==> src/rtl/sfp_pkg.sv <==
package sfp_pkg;

  localparam int LVL_W       = 6;
  localparam int EN_BIT      = 0;
  localparam int FLUSH_BIT   = 1;
  localparam int TRIG_LSB    = 8;
  localparam int RX_FILL_LSB = 0;
  localparam int TX_FILL_LSB = 8;
  localparam int TX_FREE_LSB = 24;

  typedef struct packed {
    logic [LVL_W-1:0] trig;
    logic             flush;
    logic             en;
  } ctl_t;

  function automatic logic [31:0] ctl_word(input ctl_t c);
    logic [31:0] w;
    w = '0;
    w[EN_BIT]                     = c.en;
    w[FLUSH_BIT]                  = c.flush;
    w[TRIG_LSB +: LVL_W]          = c.trig;
    return w;
  endfunction

  function automatic logic [31:0] pack_status(input logic [LVL_W-1:0] rx_fill,
                                              input logic [LVL_W-1:0] tx_fill,
                                              input logic [LVL_W-1:0] tx_free);
    logic [31:0] w;
    w = '0;
    w[RX_FILL_LSB +: LVL_W] = rx_fill;
    w[TX_FILL_LSB +: LVL_W] = tx_fill;
    w[TX_FREE_LSB +: LVL_W] = tx_free;
    return w;
  endfunction

  function automatic logic [LVL_W-1:0] free_count(input int depth,
                                                  input logic [LVL_W-1:0] fill);
    return LVL_W'(depth) - fill;
  endfunction

endpackage

==> src/rtl/sfp_ctl_reg.sv <==
module sfp_ctl_reg
  import sfp_pkg::*;
(
  input  logic        clk,
  input  logic        rst_n,
  input  logic        wr,
  input  logic [31:0] wdata,
  output logic [31:0] rdata,
  output logic        en,
  output logic [LVL_W-1:0] trig,
  output logic        flush_now
);

  ctl_t ctl_q;
  wire  unused_wdata = ^{wdata[31:TRIG_LSB+LVL_W], wdata[TRIG_LSB-1:2]};

  // flush strike is taken at the write edge itself
  assign flush_now = wr && wdata[FLUSH_BIT];

  always_ff @(posedge clk) begin
    if (!rst_n) begin
      ctl_q <= '0;
    end else begin
      ctl_q.flush <= flush_now;
      if (wr) begin
        ctl_q.en   <= wdata[EN_BIT];
        ctl_q.trig <= wdata[TRIG_LSB +: LVL_W];
      end
    end
  end

  assign en    = ctl_q.en;
  assign trig  = ctl_q.trig;
  assign rdata = ctl_word(ctl_q);

  p_flush_seen_r6: assert property (@(posedge clk) disable iff (!rst_n)
    flush_now |=> rdata[FLUSH_BIT]);

  p_flush_selfclear_r6: assert property (@(posedge clk) disable iff (!rst_n)
    (rdata[FLUSH_BIT] && !wr) |=> !rdata[FLUSH_BIT]);

  p_fields_hold_r2: assert property (@(posedge clk) disable iff (!rst_n)
    !wr |=> ($stable(en) && $stable(trig)));

endmodule

==> src/rtl/sfp_byte_fifo.sv <==
module sfp_byte_fifo
  import sfp_pkg::*;
#(
  parameter int DEPTH  = 16,
  parameter int DATA_W = 8
) (
  input  logic              clk,
  input  logic              rst_n,
  input  logic              en,
  input  logic              flush_now,
  input  logic              push,
  input  logic [DATA_W-1:0] push_data,
  input  logic              pop,
  output logic [DATA_W-1:0] head,
  output logic [LVL_W-1:0]  level
);

  localparam int PTR_W = (DEPTH > 1) ? $clog2(DEPTH) : 1;
  localparam int CNT_W = $clog2(DEPTH + 1);
  localparam logic [CNT_W-1:0] FULL_CNT = CNT_W'(DEPTH);
  localparam logic [PTR_W-1:0] LAST_PTR = PTR_W'(DEPTH - 1);

  logic [DATA_W-1:0] mem [DEPTH];
  logic [PTR_W-1:0]  wr_ptr, rd_ptr;
  logic [CNT_W-1:0]  cnt;

  // named internal events for the assertions
  wire hold_clear = !en || flush_now;
  wire is_full    = (cnt == FULL_CNT);
  wire is_empty   = (cnt == '0);
  wire do_push    = !hold_clear && push && !is_full;
  wire do_pop     = !hold_clear && pop && !is_empty;

  function automatic logic [PTR_W-1:0] ptr_inc(input logic [PTR_W-1:0] p);
    return (p == LAST_PTR) ? '0 : p + 1'b1;
  endfunction

  always_ff @(posedge clk) begin
    if (!rst_n) begin
      wr_ptr <= '0;
      rd_ptr <= '0;
      cnt    <= '0;
    end else if (hold_clear) begin
      wr_ptr <= '0;
      rd_ptr <= '0;
      cnt    <= '0;
    end else begin
      if (do_push) wr_ptr <= ptr_inc(wr_ptr);
      if (do_pop)  rd_ptr <= ptr_inc(rd_ptr);
      case ({do_push, do_pop})
        2'b10:   cnt <= cnt + 1'b1;
        2'b01:   cnt <= cnt - 1'b1;
        default: cnt <= cnt;
      endcase
    end
  end

  always_ff @(posedge clk) begin
    if (do_push) mem[wr_ptr] <= push_data;
  end

  assign head  = mem[rd_ptr];
  assign level = en ? LVL_W'(cnt) : '0;

  p_count_bound_r3: assert property (@(posedge clk) disable iff (!rst_n)
    cnt <= FULL_CNT);

  p_full_drop_r5: assert property (@(posedge clk) disable iff (!rst_n)
    (en && !flush_now && is_full && push && !pop) |=> (cnt == FULL_CNT));

  p_empty_pop_r5: assert property (@(posedge clk) disable iff (!rst_n)
    (en && !flush_now && is_empty && pop && !push) |=> (cnt == '0));

  p_flush_clear_r6: assert property (@(posedge clk) disable iff (!rst_n)
    flush_now |=> (cnt == '0));

  p_disabled_clear_r7: assert property (@(posedge clk) disable iff (!rst_n)
    !en |=> (cnt == '0));

endmodule

==> src/rtl/sfp_req_gen.sv <==
module sfp_req_gen
  import sfp_pkg::*;
#(
  parameter bit RISING = 1'b1
) (
  input  logic             clk,
  input  logic             rst_n,
  input  logic             en,
  input  logic [LVL_W-1:0] level,
  input  logic [LVL_W-1:0] trig,
  output logic             req
);

  logic [LVL_W-1:0] level_q;

  always_ff @(posedge clk) begin
    if (!rst_n) level_q <= '0;
    else        level_q <= level;
  end

  wire went_up   = level > level_q;
  wire went_down = level < level_q;

  generate
    if (RISING) begin : g_rise
      assign req = en && went_up && (level == trig);

      p_rise_single_r8: assert property (@(posedge clk) disable iff (!rst_n)
        req |=> (!req || (trig != $past(trig))));
    end else begin : g_fall
      assign req = en && went_down && (level <= trig);

      p_fall_needs_drop_r9: assert property (@(posedge clk) disable iff (!rst_n)
        ($stable(level) && en) |-> !req);
    end
  endgenerate

endmodule

==> src/rtl/serial_fifo_pair.sv <==
module serial_fifo_pair
  import sfp_pkg::*;
#(
  parameter int DEPTH  = 16,
  parameter int DATA_W = 8
) (
  input  logic              clk,
  input  logic              rst_n,
  input  logic              rx_ctl_wr,
  input  logic [31:0]       rx_ctl_wdata,
  input  logic              tx_ctl_wr,
  input  logic [31:0]       tx_ctl_wdata,
  output logic [31:0]       rx_ctl_rdata,
  output logic [31:0]       tx_ctl_rdata,
  output logic [31:0]       fifo_status,
  input  logic              rx_push,
  input  logic [DATA_W-1:0] rx_push_data,
  input  logic              rx_pop,
  output logic [DATA_W-1:0] rx_head,
  input  logic              tx_push,
  input  logic [DATA_W-1:0] tx_push_data,
  input  logic              tx_pop,
  output logic [DATA_W-1:0] tx_head,
  output logic              tx_empty,
  output logic              rx_req,
  output logic              tx_req
);

  logic             rx_en, tx_en, rx_flush, tx_flush;
  logic [LVL_W-1:0] rx_trig, tx_trig, rx_level, tx_level, tx_free;

  sfp_ctl_reg u_rx_ctl (
    .clk(clk), .rst_n(rst_n), .wr(rx_ctl_wr), .wdata(rx_ctl_wdata),
    .rdata(rx_ctl_rdata), .en(rx_en), .trig(rx_trig), .flush_now(rx_flush)
  );

  sfp_ctl_reg u_tx_ctl (
    .clk(clk), .rst_n(rst_n), .wr(tx_ctl_wr), .wdata(tx_ctl_wdata),
    .rdata(tx_ctl_rdata), .en(tx_en), .trig(tx_trig), .flush_now(tx_flush)
  );

  sfp_byte_fifo #(.DEPTH(DEPTH), .DATA_W(DATA_W)) u_rx_fifo (
    .clk(clk), .rst_n(rst_n), .en(rx_en), .flush_now(rx_flush),
    .push(rx_push), .push_data(rx_push_data), .pop(rx_pop),
    .head(rx_head), .level(rx_level)
  );

  sfp_byte_fifo #(.DEPTH(DEPTH), .DATA_W(DATA_W)) u_tx_fifo (
    .clk(clk), .rst_n(rst_n), .en(tx_en), .flush_now(tx_flush),
    .push(tx_push), .push_data(tx_push_data), .pop(tx_pop),
    .head(tx_head), .level(tx_level)
  );

  sfp_req_gen #(.RISING(1'b1)) u_rx_req (
    .clk(clk), .rst_n(rst_n), .en(rx_en), .level(rx_level),
    .trig(rx_trig), .req(rx_req)
  );

  sfp_req_gen #(.RISING(1'b0)) u_tx_req (
    .clk(clk), .rst_n(rst_n), .en(tx_en), .level(tx_level),
    .trig(tx_trig), .req(tx_req)
  );

  assign tx_free     = free_count(DEPTH, tx_level);
  assign fifo_status = pack_status(rx_level, tx_level, tx_free);
  assign tx_empty    = (tx_level == '0);

  p_free_sum_r10: assert property (@(posedge clk) disable iff (!rst_n)
    (32'(fifo_status[TX_FREE_LSB +: LVL_W]) + 32'(fifo_status[TX_FILL_LSB +: LVL_W]))
      == 32'(DEPTH));

  p_tx_req_below_r9: assert property (@(posedge clk) disable iff (!rst_n)
    tx_req |-> (fifo_status[TX_FILL_LSB +: LVL_W] <= tx_ctl_rdata[TRIG_LSB +: LVL_W]));

  p_rx_req_at_trig_r8: assert property (@(posedge clk) disable iff (!rst_n)
    rx_req |-> (fifo_status[RX_FILL_LSB +: LVL_W] == rx_ctl_rdata[TRIG_LSB +: LVL_W]));

  p_empty_flag_r4: assert property (@(posedge clk) disable iff (!rst_n)
    tx_empty |-> (fifo_status[TX_FREE_LSB +: LVL_W] == LVL_W'(DEPTH)));

  p_disabled_level_r7: assert property (@(posedge clk) disable iff (!rst_n)
    !rx_ctl_rdata[EN_BIT] |-> (fifo_status[RX_FILL_LSB +: LVL_W] == '0));

endmodule

==> config.mk <==
export PLATFORM = sky130hd
export DESIGN_NAME = serial_fifo_pair
export DESIGN_NICKNAME = d
export VERILOG_FILES = /design/src/rtl/sfp_pkg.sv /design/src/rtl/sfp_ctl_reg.sv /design/src/rtl/sfp_byte_fifo.sv /design/src/rtl/sfp_req_gen.sv /design/src/rtl/serial_fifo_pair.sv
export SDC_FILE = /design/constraint.sdc
export NUM_CORES = 1
export LEC_CHECK = 0
export ABC_CLOCK_PERIOD_IN_PS = 3200
export BUFFER_PORTS_ARGS = -buffer_cell sky130_fd_sc_hd__buf_2
export CORE_ASPECT_RATIO = 0.75
export CORE_MARGIN = 1.5
export CORE_UTILIZATION = 55
export CTS_BUF_LIST = sky130_fd_sc_hd__clkbuf_2
export DETAILED_ROUTE_END_ITERATION = 10
export PLACE_DENSITY = 0.88
export RECOVER_POWER = 100
export SKIP_LAST_GASP = 1
export SLEW_MARGIN = 15
export SYNTH_ARGS = -nofsm -noshare
export SYNTH_HDL_FRONTEND = slang
export SYNTH_HIERARCHICAL = 1
export SYNTH_SLANG_ARGS = --single-unit
==> constraint.sdc <==
create_clock -name clk -period 3.2 [get_ports clk]
set_input_delay 0.16 -clock clk [delete_from_list [all_inputs] [get_ports clk]]
set_output_delay 0.16 -clock clk [all_outputs]
set_load 0.02 [all_outputs]
==> flow_metrics.py, run 1 <==
metrics = {
    "synth": {
        "yosysWarnings": 6,
        "syn-cell-area_um2": 13800,
        "yosysTopAreaCell": "edfxtp_1",
        "synthFlopType": "edfxtp_1",
        "synth_fa_ha_area_frac": 0.0290,
        "async_reset_ff_frac": 0,
        "yosys.area_share.xor_xnor": 0.0114,
        "yosys.area_share.simple": 0.0620,
        "synth.ff_latch_count": 318,
        "yosysUniqueCellTypes": 53,
        "synth_edf_count": 256,
        "synthMuxAreaShare": 0.148,
        "synth_top_family_by_area": "multiplexers",
        "syn_avg_cell_area_um2": 16.2,
        "synth_area_leaders": "edfxtp_1, mux4_2, dfxtp_1",
        "synth_compound_area_frac": 0.0379,
        "synth_commonest_cells": "edfxtp_1, mux4_2, buf_4",
        "synth_top_area_share": 0.556,
        "synth_most_common_cell": "edfxtp_1",
        "syn_inst": 851,
        "yosysSeqAreaShare": 0.646,
    },
    "sta": {
        "rsz0062_at_grt": "false",
        "setup_viol": 0,
        "skew_ps": 70.4,
        "fin_crit_sh": 0.947,
        "max_freq_ghz": 0.330,
        "final_hold_viol_count": 0,
        "post-route-min-period_ps": 3030,
        "relSlewSlack": 0.216,
        "fin_ws_ps": 171,
        "setup_tns_ps": 0,
        "final_max_slew_viol_count": 0,
        "tightestPinTransition_ps": 1180,
    },
    "worst_setup_path": {
        "cp.required_ps": 3040,
        "r2r_slack_ps": 170,
        "cp_cell_sequence": "and2_1, ha_1, nand4_1, a21oi_1, o32ai_2, o311a_1, clkbuf_2",
        "criticalPathCategory": "reg2out",
        "reg2reg_from": "u_tx_fifo/cnt[1]$_SDFFE_PP0P_",
        "worst-path-max-fanout": 10,
        "r2r_cells": 9,
        "critPathMaxStageDelay_ps": 490,
        "worstSetupStartpointType": "register",
        "rr_endpoint": "u_tx_fifo/cnt[2]$_SDFFE_PP0P_",
        "worstSetupEndpointType": "output port",
        "setup.worst_path.start": "u_tx_ctl/en$_SDFFE_PN0P_",
        "cp.arrival_ps": 2870,
        "cp-endpoint": "tx_req",
        "cpMaxStageDelayCell": "dfxtp_1",
    },
    "clock_network": {
        "cts_buffer_depth": 3,
        "cts_root_buf": "clkbuf_2",
        "cts_buffers": 76,
        "cts_sinks": 318,
        "htree_num_levels": 3,
        "clk_latency_ps": 830,
        "clk_pin_slew_ps": 100,
        "cts_tree": "yes",
    },
    "pwr": {
        "internal-power_uw": 5730,
        "power.net_switching_uw": 1790,
        "p_leak_uw": 0.00551,
        "p_clk_frac": 0.357,
        "powerDensity_nw_per_um2": 477,
        "switching_share": 0.238,
        "ir_drop_v": 0.000257,
        "total_power_uw": 7520,
        "power_frac_seq": 0.596,
        "comb_power_share": 0.047,
    },
    "finish": {
        "area_delta_synth_final_pct": 14.1,
        "layout.cells.non_filler": 1484,
        "fin_nets": 1203,
        "drive_above_1_share": 0.244,
    },
    "route": {
        "wl_per_cell_um": 19.3,
        "drtPass1Iterations": 4,
        "ant_nets": 0,
        "vias_per_cell": 5.37,
        "wirelength_um": 28600,
        "vias": 7969,
        "drt_iter0_drc": 690,
        "drc": 0,
    },
    "die": {
        "die_h_um": 140,
        "dieWidth_um": 186,
        "dieArea_um2": 26100,
        "core-area_um2": 24800,
        "io_pins": 203,
        "rows": 50,
        "floorplan.initialDensity": 0.557,
    },
    "placement": {
        "io_buffers": 90,
        "dp.cells": 1268,
        "pre_cts_ws_ps": 185,
        "gp_congestion": 0.802,
        "dpl.hpwl_um": 17300,
    },
    "outcome": {
        "outcome": "finished clean",
    },
    "run": {
        "max_cap_violations": 0,
    },
    "grt": {
        "grt_overflow": 0,
        "grt_pass1_vias": 8063,
        "grt_pass1_wl_um": 43800,
        "grt_use_total": 0.225,
        "grt_max_degree": 33,
        "antenna_found_initial": 2,
    },
    "hold_path": {
        "hold_path.class": "in2reg",
        "hp-start": "rx_ctl_wr",
    },
}
what timing repair did:
| action | CTS | global route |
|---|---|---|
| setup endpoints to repair | 11 | 4 |
| hold buffers | 67 | 0 |
| hold endpoints to repair | 316 | 0 |
| setup buffers | 0 | 8 |
| resized for setup | 3 | 4 |
cell families after synthesis:
family	Yosys count
other	5
xor gates and xnor gates	18
adders and majority gates	32
muxes	104
AOI/OAI and AO/OA	70
DFF	318
buffers and inverters	145
and+or+nand+nor	159
placed cells by master, fill, tap and decap left out, types with 3 or more instances in the layout:
cell type,n
clkbuf_1,86
o2111ai_1,4
a21oi_1,21
xor2_1,12
nor4b_1,4
nand2b_1,6
or4_1,3
and2_1,18
clkbuf_2,125
xnor2_1,6
mux4_2,80
buf_2,29
o21ai_0,8
nand4_1,4
conb_1,64
dlygate4sd3_1,67
and2_0,7
a21o_1,6
dfxtp_1,60
buf_4,14
clkinv_1,16
o311a_1,5
nand2_1,19
ha_1,30
nor2_1,48
mux2i_1,24
nor2b_1,17
inv_1,32
nand3_1,6
and2_2,3
nor3_1,10
a31oi_1,4
edfxtp_1,256
power groups by stage:
stage | Clock (uW) | Sequential (uW) | Combinational (uW)
finish | 2690 | 4480 | 351
global route | 2970 | 4490 | 378
CTS | 2790 | 4480 | 346
detailed placement | 0 | 4580 | 275
global placement | 0 | 4580 | 265
floorplan | 0 | 4590 | 232
flip-flops by register name (all words and copies together) (netlist names), named ones only:
name              count
u_rx_fifo/mem       128
u_tx_fifo/mem       128
u_rx_ctl/trig         6
u_rx_req/level_q      6
u_tx_ctl/trig         6
u_tx_req/level_q      6
u_rx_fifo/cnt         5
u_tx_fifo/cnt         5
u_rx_fifo/rd_ptr      4
u_rx_fifo/wr_ptr      4
u_tx_fifo/rd_ptr      4
u_tx_fifo/wr_ptr      4
u_rx_ctl/en           1
u_rx_ctl/rdata        1
u_tx_ctl/en           1
u_tx_ctl/rdata        1
metrics by stage:
stage               cell area (um^2)  hold slack, ps  utilization
finish                         15800             305        0.635
CTS                            15900             161        0.640
global route                   15800             242        0.635
floorplan                      14000             259            -
global placement               14500             414        0.583
detailed placement             14500             425        0.583
final cells by class:
| type | count | area, um^2 |
|---|---|---|
| diodes | 2 | 5.00 |
| clock buffers | 116 | 581 |
| clock inverters | 23 | 153 |
| fillers | 1886 | 9070 |
| inverters | 32 | 120 |
| multi-input cells | 447 | 4220 |
| flip-flops and latches | 318 | 8930 |
| well taps | 338 | 423 |
| repair buffers | 208 | 1330 |
worst min path at each step:
| stage | endpoint | cells past startpoint |
|---|---|---|
| 2_1_floorplan | u_rx_fifo/mem[0][0]$_DFFE_PP_ | 0 |
| 3_3_place_gp | u_rx_ctl/trig[3]$_SDFFE_PN0P_ | 3 |
| 3_5_place_dp | u_rx_ctl/trig[3]$_SDFFE_PN0P_ | 3 |
| 4_1_cts | u_rx_fifo/mem[1][4]$_DFFE_PP_ | 2 |
| 5_1_grt | u_rx_ctl/rdata[1]$_SDFF_PN0_ | 3 |
| 6_report | u_rx_ctl/rdata[1]$_SDFF_PN0_ | 3 |
layer usage:
| layer | global-route usage | wire length [um] | part of all wire |
|---|---|---|---|
| met5 | 0 | 0 | 0 |
| met3 | 0.0481 | 1800 | 0.063 |
| met2 | 0.347 | 13700 | 0.48 |
| met1 | 0.317 | 12500 | 0.44 |
| met4 | 0.0879 | 530 | 0.019 |
worst max-delay path, delay by kind of cell (launching register included):
kind	cells	cell delay [ps]
simple gates	2	560
compound gates	3	510
fa+ha+maj	1	340
flops	1	490
buf+inv	1	190
(Power assumes the default switching activity.)
==> run 2, diff against run 1 <==
--- a/config.mk
+++ b/config.mk
@@ -12,6 +12,7 @@
 export CORE_UTILIZATION = 55
 export CTS_BUF_LIST = sky130_fd_sc_hd__clkbuf_2
 export DETAILED_ROUTE_END_ITERATION = 10
+export MAX_ROUTING_LAYER = met4
 export PLACE_DENSITY = 0.88
 export RECOVER_POWER = 100
 export SKIP_LAST_GASP = 1
==> run 2 against run 1 <==
Against the previous run:
- total power rose by 0.12%
- cell count did not move
- via count barely moved
- register-to-register slack improved by 20 ps
- final area did not move
- worst setup slack got worse by 11 ps
- non-clock buffer count did not move
- largest cell class unchanged
==> flow_metrics.py, run 2 (synthesis results as in run 1) <==
metrics = {
    "route": {
        "wirelength_um": 28500,
        "drtPass1Iterations": 4,
        "ant_nets": 0,
        "vias": 7965,
        "drt_iter0_drc": 675,
        "wl_per_cell_um": 19.2,
        "drc": 0,
        "vias_per_cell": 5.37,
    },
    "grt": {
        "grt_pass1_vias": 8049,
        "antenna_found_initial": 2,
        "grt_use_total": 0.232,
        "grt_overflow": 0,
        "grt_pass1_wl_um": 43800,
        "grt_max_degree": 33,
    },
    "placement": {
        "gp_congestion": 0.814,
        "io_buffers": 90,
        "dpl.hpwl_um": 17300,
    },
    "pwr": {
        "comb_power_share": 0.047,
        "switching_share": 0.239,
        "power.net_switching_uw": 1800,
        "ir_drop_v": 0.000256,
        "powerDensity_nw_per_um2": 478,
        "p_clk_frac": 0.358,
        "internal-power_uw": 5730,
        "p_leak_uw": 0.00551,
        "power_frac_seq": 0.595,
    },
    "run": {
        "max_cap_violations": 0,
    },
    "clock_network": {
        "cts_sinks": 318,
        "clk_latency_ps": 830,
        "cts_root_buf": "clkbuf_2",
        "htree_num_levels": 3,
        "clk_pin_slew_ps": 100,
        "cts_tree": "yes",
        "cts_buffers": 76,
        "cts_buffer_depth": 3,
    },
    "sta": {
        "hold_slack_ps": 308,
        "rsz0062_at_grt": "false",
        "final_hold_viol_count": 0,
        "final_max_slew_viol_count": 0,
        "setup_viol": 0,
        "post-route-min-period_ps": 3040,
        "skew_ps": 70.5,
        "fin_crit_sh": 0.950,
        "max_freq_ghz": 0.329,
        "setup_tns_ps": 0,
        "tightestPinTransition_ps": 1190,
        "relSlewSlack": 0.210,
    },
    "worst_setup_path": {
        "rr_endpoint": "u_tx_fifo/cnt[2]$_SDFFE_PP0P_",
        "r2r_slack_ps": 190,
        "worstSetupStartpointType": "register",
        "criticalPathCategory": "reg2out",
        "r2r_cells": 9,
        "cp.arrival_ps": 2880,
        "reg2reg_from": "u_tx_fifo/cnt[1]$_SDFFE_PP0P_",
        "worst-path-max-fanout": 10,
        "worstSetupEndpointType": "output port",
        "cp.required_ps": 3040,
    },
    "finish": {
        "fillCellCount": 1886,
        "top_regs": "u_rx_fifo/mem x128, u_tx_fifo/mem x128",
        "drive_above_1_share": 0.244,
        "final_common_cell": "edfxtp_1",
        "multi_input_area_um2": 4220,
        "area_delta_synth_final_pct": 14.1,
        "fin_nets": 1203,
        "final_cell_mix": "edfxtp_1, clkbuf_2, clkbuf_1",
        "seq_area_um2": 8930,
    },
    "hold_path": {
        "whs_path_depth": 6,
        "holdPathEnd": "u_rx_fifo/cnt[2]$_SDFFE_PP0P_",
        "hold_path.class": "in2reg",
        "hp-start": "rx_ctl_wr",
    },
    "die": {
        "io_pins": 203,
        "rows": 50,
        "floorplan.initialDensity": 0.557,
        "dieWidth_um": 186,
        "die_h_um": 140,
        "dieArea_um2": 26100,
        "core-area_um2": 24800,
    },
    "outcome": {
        "outcome": "finished clean",
    },
}
-- run 2: repair_timing --
action	in CTS	in global routing
cloned	0	0
hold buffers	67	0
endpoints found under the setup margin	11	4
endpoints found under the hold margin	316	0
resized for setup	3	4
buffers inserted	0	8
-- run 2: power by group through the flow --
stage / Combinational (uW) / Clock [uW] / Sequential [uW]
finish: 351 / 2700 / 4480
detailed placement: 275 / 0 / 4580
global route: 378 / 2970 / 4490
floorplan: 232 / 0 / 4590
CTS: 346 / 2790 / 4480
global placement: 265 / 0 / 4580
-- run 2: stage by stage --
stage	total power, uW	worst slack [ps]	instance area (um^2)	util	instances
after global routing	7830	13.1	15800	0.635	1484
after floorplan	4820	429	14000	-	910
after detailed placement	4850	185	14500	0.583	1268
final	7530	160	15800	0.635	1484
after global placement	4840	297	14500	0.583	1268
after CTS	7610	73.8	15900	0.640	1474
-- run 2: worst max-delay path: stages (launching register included) --
cell and delay (ps):
dfxtp_1 500, and2_1 400, ha_1 340, nand4_1 160, a21oi_1 70, o32ai_2 210, o311a_1 240, clkbuf_2 190
-- run 2: area by class of cell --
type / count / area share
Clock inverter: 23 / 0.00968
Multi-Input combinational cell: 447 / 0.268
Inverter: 32 / 0.00762
Clock buffer: 116 / 0.0368
Antenna cell: 2 / 0.000317
Tap cell: 338 / 0.0268
Sequential cell: 318 / 0.567
Timing Repair Buffer: 208 / 0.0842
-- run 2: worst max-delay path by stage --
stage | startpoint | endpoint | slack [ps]
global placement | u_tx_fifo/cnt[1]$_SDFFE_PP0P_ | u_tx_fifo/cnt[2]$_SDFFE_PP0P_ | 300
floorplan | u_rx_fifo/cnt[1]$_SDFFE_PP0P_ | u_rx_fifo/cnt[2]$_SDFFE_PP0P_ | 430
CTS | register | rx_head[5] | 70
detailed placement | u_tx_fifo/cnt[1]$_SDFFE_PP0P_ | u_tx_fifo/cnt[2]$_SDFFE_PP0P_ | 180
global route | u_tx_ctl/en$_SDFFE_PN0P_ | tx_req | 10
finish | u_tx_ctl/en$_SDFFE_PN0P_ | tx_req | 160
-- run 2: routing by layer --
metal	vias to the layer above	track usage	share of wire	routed length, um
met4	0	0.0874	0.016	450
met5	-	-	0	0
met2	284	0.347	0.48	13700
li1	3636	-	-	-
met1	4001	0.319	0.44	12500
met3	44	0.0455	0.064	1830
